==> config.mk <==
export PLATFORM = sky130hd
export DESIGN_NAME = chain_burst_reader
export DESIGN_NICKNAME = d
export VERILOG_FILES = /design/src/rtl/cbr_pkg.sv /design/src/rtl/cbr_burst_calc.sv /design/src/rtl/cbr_idle_timer.sv /design/src/rtl/cbr_addr_fmt.sv /design/src/rtl/chain_burst_reader.sv
export SDC_FILE = /design/constraint.sdc
export NUM_CORES = 1
export LEC_CHECK = 0
export ABC_AREA = 1
export CORE_MARGIN = 2
export CORE_UTILIZATION = 52
export DETAILED_ROUTE_END_ITERATION = 8
export PLACE_DENSITY = 0.88
export SYNTH_ARGS = -nofsm -noshare
export SYNTH_HDL_FRONTEND = slang
export SYNTH_HIERARCHICAL = 1
export SYNTH_SLANG_ARGS = --single-unit
==> constraint.sdc <==
create_clock -name clk -period 3.75 [get_ports clk]
set_clock_uncertainty 0.2 [all_clocks]
set_input_delay 0.75 -clock clk [delete_from_list [all_inputs] [get_ports clk]]
set_output_delay 0.75 -clock clk [all_outputs]
set_load 0.02 [all_outputs]
==> src/rtl/cbr_pkg.sv <==
package cbr_pkg;

   typedef enum logic [1:0] {
      ST_IDLE = 2'd0,
      ST_POP  = 2'd1,
      ST_SEND = 2'd2,
      ST_DONE = 2'd3
   } cbr_state_e;

   localparam logic [1:0] BURST_INCR = 2'b01;

endpackage

==> src/rtl/cbr_burst_calc.sv <==
module cbr_burst_calc #(
   parameter int LEN_W = 9,
   parameter int SEG_W = 4
) (
   input  logic [LEN_W-1:0] chain_len,
   input  logic [LEN_W-1:0] chain_ctr,
   output logic [SEG_W-1:0] seg_len,
   output logic             last_seg
);

   if (SEG_W < 1) begin : g_bad_seg
      $error("cbr_burst_calc: SEG_W must be at least 1");
   end

   if (LEN_W > SEG_W) begin : g_split
      logic same_block;
      assign same_block = (chain_ctr[LEN_W-1:SEG_W] == chain_len[LEN_W-1:SEG_W]);
      assign last_seg   = same_block;
      assign seg_len    = same_block ? chain_len[SEG_W-1:0] : {SEG_W{1'b1}};
   end else begin : g_single
      logic unused_ctr;
      assign unused_ctr = ^chain_ctr;
      assign last_seg   = 1'b1;
      assign seg_len    = SEG_W'(chain_len);
   end

endmodule

==> src/rtl/cbr_idle_timer.sv <==
module cbr_idle_timer #(
   parameter int LIMIT = 255
) (
   input  logic clk,
   input  logic rst_n,
   input  logic count_en,
   output logic expired
);

   localparam int CNT_W = $clog2(LIMIT + 1);

   if (LIMIT < 1) begin : g_bad_limit
      $error("cbr_idle_timer: LIMIT must be at least 1");
   end

   logic [CNT_W-1:0] cnt_q;

   assign expired = (cnt_q == CNT_W'(LIMIT));

   always_ff @(posedge clk) begin
      if (!rst_n) begin
         cnt_q <= '0;
      end else if (!count_en) begin
         cnt_q <= '0;
      end else if (!expired) begin
         cnt_q <= cnt_q + 1'b1;
      end
   end

   assert_window_bound_R8: assert property (@(posedge clk) disable iff (!rst_n)
      cnt_q <= CNT_W'(LIMIT));

   assert_window_restart_R8: assert property (@(posedge clk) disable iff (!rst_n)
      !count_en |=> !expired);

endmodule

==> src/rtl/cbr_addr_fmt.sv <==
module cbr_addr_fmt #(
   parameter int ROW_W   = 23,
   parameter int SHIFT   = 5,
   parameter int ADDR_W  = 33
) (
   input  logic [ROW_W-1:0]  row,
   output logic [ADDR_W-1:0] byte_addr
);

   localparam int USED_W = ROW_W + SHIFT;

   if (ADDR_W < USED_W) begin : g_bad_width
      $error("cbr_addr_fmt: ADDR_W too narrow for row and offset");
   end

   if (ADDR_W > USED_W) begin : g_padded
      assign byte_addr = {{(ADDR_W - USED_W){1'b0}}, row, {SHIFT{1'b0}}};
   end else begin : g_exact
      assign byte_addr = {row, {SHIFT{1'b0}}};
   end

endmodule

==> src/rtl/chain_burst_reader.sv <==
module chain_burst_reader #(
   parameter int DESC_W     = 32,
   parameter int LEN_W      = 9,
   parameter int ROW_W      = 23,
   parameter int ADDR_W     = 33,
   parameter int BYTE_SHIFT = 5,
   parameter int MAX_BURST  = 16,
   parameter int IDLE_LIMIT = 255,
   parameter int ID_W       = 6,
   parameter int BEAT_CNT_W = 32
) (
   input  logic                  clk,
   input  logic                  rst_n,
   input  logic                  run_start,
   input  logic                  prev_rx_done,
   input  logic                  fifo_empty,
   input  logic [DESC_W-1:0]     fifo_data,
   output logic                  fifo_rd,
   output logic [ADDR_W-1:0]     ar_addr,
   output logic [7:0]            ar_len,
   output logic [2:0]            ar_size,
   output logic [1:0]            ar_burst,
   output logic [ID_W-1:0]       ar_id,
   output logic                  ar_valid,
   input  logic                  ar_ready,
   output logic                  send_done,
   output logic [BEAT_CNT_W-1:0] beats_issued
);

   import cbr_pkg::*;

   localparam int SEG_W     = $clog2(MAX_BURST);
   localparam int STEP_W    = SEG_W + 1;
   localparam int LEN_LSB   = ROW_W;
   localparam int SIZE_CODE = BYTE_SHIFT;

   if (DESC_W < LEN_W + ROW_W) begin : g_bad_desc
      $error("chain_burst_reader: descriptor too narrow for length and row");
   end
   if ((1 << SEG_W) != MAX_BURST || SEG_W > 8 || SEG_W < 1) begin : g_bad_burst
      $error("chain_burst_reader: MAX_BURST must be a power of two from 2 to 256");
   end
   if (SIZE_CODE > 7) begin : g_bad_size
      $error("chain_burst_reader: BYTE_SHIFT exceeds the beat size code range");
   end

   cbr_state_e            state_q, state_d;
   logic [LEN_W-1:0]      len_q;
   logic [LEN_W-1:0]      ctr_q;
   logic [ROW_W-1:0]      row_q;
   logic [BEAT_CNT_W-1:0] beats_q;

   logic [SEG_W-1:0]      seg_len;
   logic                  last_seg;
   logic [STEP_W-1:0]     step;
   logic                  handshake;
   logic                  idle_count_en;
   logic                  idle_expired;
   logic                  start_ok;

   cbr_burst_calc #(
      .LEN_W (LEN_W),
      .SEG_W (SEG_W)
   ) u_burst_calc (
      .chain_len (len_q),
      .chain_ctr (ctr_q),
      .seg_len   (seg_len),
      .last_seg  (last_seg)
   );

   cbr_idle_timer #(
      .LIMIT (IDLE_LIMIT)
   ) u_idle_timer (
      .clk      (clk),
      .rst_n    (rst_n),
      .count_en (idle_count_en),
      .expired  (idle_expired)
   );

   cbr_addr_fmt #(
      .ROW_W  (ROW_W),
      .SHIFT  (BYTE_SHIFT),
      .ADDR_W (ADDR_W)
   ) u_addr_fmt (
      .row       (row_q),
      .byte_addr (ar_addr)
   );

   if (DESC_W > LEN_W + ROW_W) begin : g_desc_spare
      logic unused_desc;
      assign unused_desc = ^fifo_data[DESC_W-1:LEN_W+ROW_W];
   end

   assign ar_valid      = (state_q == ST_SEND);
   assign fifo_rd       = (state_q == ST_POP) && !fifo_empty;
   assign send_done     = (state_q == ST_DONE);
   assign ar_len        = 8'(seg_len);
   assign ar_size       = 3'(SIZE_CODE);
   assign ar_burst      = BURST_INCR;
   assign ar_id         = '0;
   assign beats_issued  = beats_q;

   assign step          = STEP_W'(seg_len) + 1'b1;
   assign handshake     = ar_valid && ar_ready;
   assign idle_count_en = (state_q == ST_POP) && prev_rx_done && fifo_empty;
   assign start_ok      = run_start && ((state_q == ST_IDLE) || (state_q == ST_DONE));

   always_comb begin
      state_d = state_q;
      case (state_q)
         ST_IDLE: if (run_start) state_d = ST_POP;
         ST_POP: begin
            if (!fifo_empty)                        state_d = ST_SEND;
            else if (idle_count_en && idle_expired) state_d = ST_DONE;
         end
         ST_SEND: if (handshake && last_seg) state_d = ST_POP;
         ST_DONE: if (run_start) state_d = ST_POP;
         default: state_d = ST_IDLE;
      endcase
   end

   always_ff @(posedge clk) begin
      if (!rst_n) begin
         state_q <= ST_IDLE;
         len_q   <= '0;
         ctr_q   <= '0;
         row_q   <= '0;
         beats_q <= '0;
      end else begin
         state_q <= state_d;
         if (fifo_rd) begin
            len_q <= fifo_data[LEN_LSB +: LEN_W];
            row_q <= fifo_data[ROW_W-1:0];
            ctr_q <= '0;
         end else if (handshake) begin
            row_q <= row_q + ROW_W'(step);
            ctr_q <= ctr_q + LEN_W'(step);
         end
         if (start_ok) begin
            beats_q <= '0;
         end else if (handshake) begin
            beats_q <= beats_q + BEAT_CNT_W'(step);
         end
      end
   end

   assert_req_hold_R5: assert property (@(posedge clk) disable iff (!rst_n)
      ar_valid && !ar_ready |=> ar_valid && $stable(ar_addr) && $stable(ar_len));

   assert_rd_single_R6: assert property (@(posedge clk) disable iff (!rst_n)
      fifo_rd |=> !fifo_rd);

   assert_rd_needs_data_R6: assert property (@(posedge clk) disable iff (!rst_n)
      fifo_rd |-> !fifo_empty);

   assert_rd_not_during_req_R6: assert property (@(posedge clk) disable iff (!rst_n)
      !(fifo_rd && ar_valid));

   assert_burst_cap_R3: assert property (@(posedge clk) disable iff (!rst_n)
      ar_valid |-> ar_len < 8'(MAX_BURST));

   assert_chain_continues_R7: assert property (@(posedge clk) disable iff (!rst_n)
      handshake && !last_seg |=> ar_valid);

   assert_done_sticky_R10: assert property (@(posedge clk) disable iff (!rst_n)
      send_done && !run_start |=> send_done);

   assert_done_clears_R10: assert property (@(posedge clk) disable iff (!rst_n)
      send_done && run_start |=> !send_done && beats_issued == '0);

endmodule

### After elaboration in Yosys (flattened, before gate mapping)

Cells that the tools add are included.

* register bits after elaboration: 83
* bits of input ports: 38
* output and inout bits: 87
* logic and storage cells: 44

* add/sub/neg operators: 5
* equality and inequality tests: 8
* muxes and demuxes: 8
* bitwise operators: 1
* reductions and logical operators: 16

Operators with widths (count)
* $mux W23: 2
* $add A32 B5 Y32: 1
* $add A23 B5 Y23: 1
* $add A9 B5 Y9: 1
* $add A8 B1 Y8 const B: 1
* $eq A8 B8 Y1 const B: 1
* $mux W2: 4
* $logic_and A1 B1 Y1: 7
* $pmux W2 S3: 1
* $reduce_or A2 Y1: 3
* $add A4 B1 Y5 const B: 1
* $eq A5 B5 Y1: 1
* $eq A2 B2 Y1 const B: 2
* $mux W4: 1
* $ne A2 B1 Y1 const B: 2
* $ne A3 B2 Y1 const B: 1
* $reduce_and A3 Y1: 1
* $eq A2 B1 Y1 const B: 1
* $logic_not A2 Y1: 1
* $reduce_and A2 Y1: 1
* $reduce_bool A2 Y1: 1
* $logic_not A1 Y1: 1
* $logic_or A1 B1 Y1: 1
* $not A1 Y1: 1

### Depth between registers and ports, before layout

* word-level depth: 7
* gate-level depth with buffers: 19
* gate-level depth less buffers: 19

### Hierarchy

Netlist, hierarchy kept.

By module, submodules not included
* chain_burst_reader: times used 1, cells an instance 749, area an instance 4942.2 um^2, seq. area each 1501.4 um^2
* cbr_idle_timer: times used 1, cells an instance 65, area an instance 422.9 um^2, seq. area each 160.2 um^2
* cbr_addr_fmt: times used 1, cells an instance 34, area an instance 251.5 um^2, seq. area each 0.0 um^2
* cbr_burst_calc: times used 1, cells an instance 34, area an instance 175.2 um^2, seq. area each 0.0 um^2

### Least setup slack after synthesis

OpenSTA, ideal clock, no wires.

* kind: flip-flop to flip-flop
* from: reg ctr_q[5]
* to: reg row_q[16]
* library setup time: 132 ps
* data arrival time: 2656 ps
* required time: 3418 ps
* setup slack: 761 ps
* cell stages (with the launch flop): 16
* buffers on the path: 0
* clock period less this slack: 2989 ps
* cell sequence: dfxtp_1 > inv_1 > nand2_1 > nand2_1 > nor2_2 > nand4_1 > ha_1 > fa_1 > nand2_1 > nand2_1 > nand3_1 > nand2_1 > nand3b_1 > nand2_1 > o21bai_1 > a21oi_1

* cells in the longest elaborated chain, start to end: 6

Ends and longest elaborated chain
* start, declared: RTL line chain_burst_reader.sv:49 `logic [LEN_W-1:0] ctr_q;`
* start signal, assigned: RTL line chain_burst_reader.sv:137 `ctr_q <= ctr_q + LEN_W'(step);`
* $eq A5 B5 Y1: RTL line cbr_burst_calc.sv:17 `assign same_block = (chain_ctr[LEN_W-1:SEG_W] == chain_len[LEN_W-1:SEG_W]);`
* $mux W4: RTL line cbr_burst_calc.sv:19 `assign seg_len = same_block ? chain_len[SEG_W-1:0] : {SEG_W{1'b1}};`
* named net ar_len[0]: RTL line chain_burst_reader.sv:20 `output logic [7:0] ar_len,`
* $add A4 B1 Y5: RTL line chain_burst_reader.sv:103 `assign step = STEP_W'(seg_len) + 1'b1;`
* $add A23 B5 Y23: RTL line chain_burst_reader.sv:136 `row_q <= row_q + ROW_W'(step);`
* $mux W23: RTL line chain_burst_reader.sv:135 `end else if (handshake) begin`
* $mux W23: RTL line chain_burst_reader.sv:131 `if (fifo_rd) begin`
* end signal, assigned: RTL line chain_burst_reader.sv:133 `row_q <= fifo_data[ROW_W-1:0];`
* end signal, assigned: RTL line chain_burst_reader.sv:136
* end, declared: RTL line chain_burst_reader.sv:50 `logic [ROW_W-1:0] row_q;`

The timed path passes the listed nets, and every way through them passes these cells. The select of a mux whose other input is x is not followed.
A chain may end at the register's enable or synchronous reset.

### Worst setup path after layout

* from: reg ctr_q[5]
* to: reg row_q[16]

* cells in the longest elaborated chain, start to end: 6

Ends and longest elaborated chain (RTL line)
* $eq A5 B5 Y1: cbr_burst_calc.sv:17
* $mux W4: cbr_burst_calc.sv:19
* $add A4 B1 Y5: chain_burst_reader.sv:103
* $add A23 B5 Y23: chain_burst_reader.sv:136
* $mux W23: chain_burst_reader.sv:135
* $mux W23: chain_burst_reader.sv:131

Every way passes these cells. The select of a mux whose other input is x is not followed.

==> results.md <==
* Outcome: completed
* Vias in the first global route at 5,246
* Synth warn at 6
* Post-route setup slack at 0.467 ns
* Setup crit start: ctr_q[5]
* GR Util All Layers at 0.248
* Critical path's slowest cell: ha_1
* Pin count of the biggest net entering global routing at 31
* Post-CTS Setup Inserts at 0
* Worst Setup End Kind: flop
* Most instantiated library cell after synthesis: nand2_1
* Hold Crit Class: flop to flop
* Layout area overhead at 18.2%
* RSZ-0062 raised after global routing: false
* Total gr overflow at 0
* I/O Pins at 125
* Core region area at 10,800 µm²
* Slew Viols, Final at 0
* Post-synth ARST share at 0
* Drt via density at 5.33
* Ant diodes at 0
* Post-DP HPWL at 10,600 µm
* Die width at 110 µm
* Die Y at 110 µm
* CP max FO at 8
* Final hold violation count at 0
* DR pass1 iterations at 6
* DRC at 0
* CTS tree: done
* Avg Cell Area, Syn at 6.57 µm²
* Post-Syn Instances at 882
* Post-synth top area cell: dfxtp_1
* Crit Reg-Reg Endpoint: row_q[16]
* Proportion of layout cells with a drive suffix above 1 at 0.0825
* GR Util met1 at 0.323
* Hold Path Depth at 2
* CTS Root Cell: clkbuf_8
* Routed via count at 5,849
* CTS resizes at 0
* Clk_lat worst skew at 0.36 ns
* Port buffer count at 99
* R2r setup slk at 0.47 ns
* WS Path Type: flop to flop
* Clk slew on worst S/H paths at 0.09 ns
* Ranking of synthesized cells by area: dfxtp_1 (29%), nand2_1 (15%), nor2_1 (7.1%)
* Slew margin rel. at 0.378
* #FFs+latches synth at 83
* Synth Flop Type: dfxtp_1
* Crit-path most repeated cell: nand2_1
* DP Worst Slack at 0.435 ns
* Initial antenna violation count at 0
* Cell area after synthesis at 5790 µm²
* Max frequency at 305 MHz
* Fin Setup TNS at 0 ns
* Post-route ant nets at 0
* Worst-Margin Slew at 0.932 ns
* R2R cell count at 15
* Buf/Inv on CP at 1
* WHS at 0.284 ns
* Total power divided by cell area at 416 nW/µm²
* Initial core utilization at 0.534
* Drt initial violations at 450
* Max cap viols at 0
* WL/cell at 13.4 µm
* Worst Setup Start Kind: flop
* Leakage power at 0.00287 µW
* Post-synth EDFFs at 0
* H-tree Lvls at 3
* Met3 usage at 0.0409
* Most Crowded Layer GR: met2
* Hold-critical path endpoint: ctr_q[0]
* First-pass GRT wire length at 23,800 µm
* Total CTS buffers at 9
* CP cell instances: inv_1 > nand2_1 > nand2_1 > nor2_2 > nand4_1 > ha_1 > fa_1 > nand2_1 > nand2_1 > nand3_1 > nand2_1 > nand3b_1 > nand2_1 > o21bai_1 > a21oi_1
* Final net count at 1,015
* CP arrival at 3.33 ns
* R2r startpoint: ctr_q[5]
* Final min period at 3.28 ns
* VDD IR max at 0.284 mV
* GRT met2 Usage at 0.407
* Sink Count at 83
* Die area at 12,000 µm²
* Critical Path Max Stage Delay at 0.51 ns
* CP required at 3.80 ns
* Hold_buf cts at 0
* Most frequent cells after synthesis: nand2_1 (227), nor2_1 (110), inv_1 (87)
* Final Cycle Share at 0.876
* Synth cell types at 44
* Post-synthesis sequential area ratio at 0.287
* CP top delay family: simple AND/OR/NAND/NOR gates
* Min-delay src: ctr_q[0]
* Site Rows at 38
* Total Wirelength at 14,700 µm
* Final RePlAce weighted congestion at 0.931
* Final Setup Violations at 0
* Synth top area share at 0.287
* CTS max path bufs at 2
worst reg2reg max path: stages, from the launching register on:
cell and delay [ns]:
dfxtp_1 0.45, inv_1 0.07, nand2_1 0.07, nand2_1 0.08, nor2_2 0.19, nand4_1 0.25, ha_1 0.51, fa_1 0.46
nand2_1 0.10, nand2_1 0.10, nand3_1 0.12, nand2_1 0.18, nand3b_1 0.14, nand2_1 0.06, o21bai_1 0.13, a21oi_1 0.08
routing by layer:
metal | part of all wire | wire length [µm]
met5 | 0 | 0
met1 | 0.43 | 6370
met2 | 0.47 | 6850
met3 | 0.075 | 1100
met4 | 0.027 | 394
how the worst max path moves through the flow:
stage	end	cells past startpoint
3_5_place_dp	row_q[5]	7
6_report	row_q[16]	15
5_1_grt	row_q[12]	16
4_1_cts	beats_issued[23]	17
3_3_place_gp	row_q[6]	7
2_1_floorplan	row_q[16]	15
stage by stage:
step                      total power (µW)  area [µm²]  cells   util
after floorplan                       1860        5870    904      -
after global placement                2120        6640   1082  0.612
after detailed placement              2140        6640   1082  0.612
after CTS                             2830        6850   1098  0.632
after global routing                  3030        6850   1098  0.632
final                                 2850        6850   1098  0.632
layout by cell type (no fill, tap or decap), types with 2 or more instances in the layout:
cell type,n
buf_4,7
inv_6,2
a31oi_1,3
fa_1,3
xnor2_1,4
clkinv_2,4
a211oi_1,2
dfxtp_1,83
nand3_1,48
inv_1,87
nand2_4,2
nor2_4,6
a32oi_1,2
a21oi_2,2
o21ai_1,6
conb_1,25
ha_1,21
clkdlybuf4s50_1,99
xor2_1,13
nand4_1,21
o21ai_0,41
nand2_1,227
nor3_1,4
nor2_2,12
o21ai_2,2
or2_1,3
o21bai_1,8
a21oi_1,53
nor3_2,2
inv_2,7
nor2_1,110
clkbuf_8,11
nand2_2,9
nand3_2,7
o211ai_1,2
nand3b_1,10
area by class of cell:
cell class	instances	area, µm²
fill	949	3990
multi-input combinational	657	3400
sequential	83	1660
timing repair buffer	106	1040
inverter	96	363
tap	140	175
clock buffer	11	151
clock inverter	5	57.6
sequential cells by signal, summed over array words and instances (netlist names):
name	count
state_q	2
u_idle_timer/cnt_q	8
row_q	23
ctr_q	9
beats_issued	32
len_q	9
cells by family after synthesis:
group | after synthesis | share of synthesized area
fa+ha+maj | 24 | 0.0557
flops | 83 | 0.287
simple gates | 466 | 0.368
compound gates | 124 | 0.118
other cells | 3 | 0.00194
buf+inv | 164 | 0.141
xor+xnor | 18 | 0.0285
power by group:
group	total (µW)	internal [µW]	switching, µW
registers	1000	936	63.9
clock network	696	347	349
logic	1150	444	710
Power figures use the tool's default switching activity.
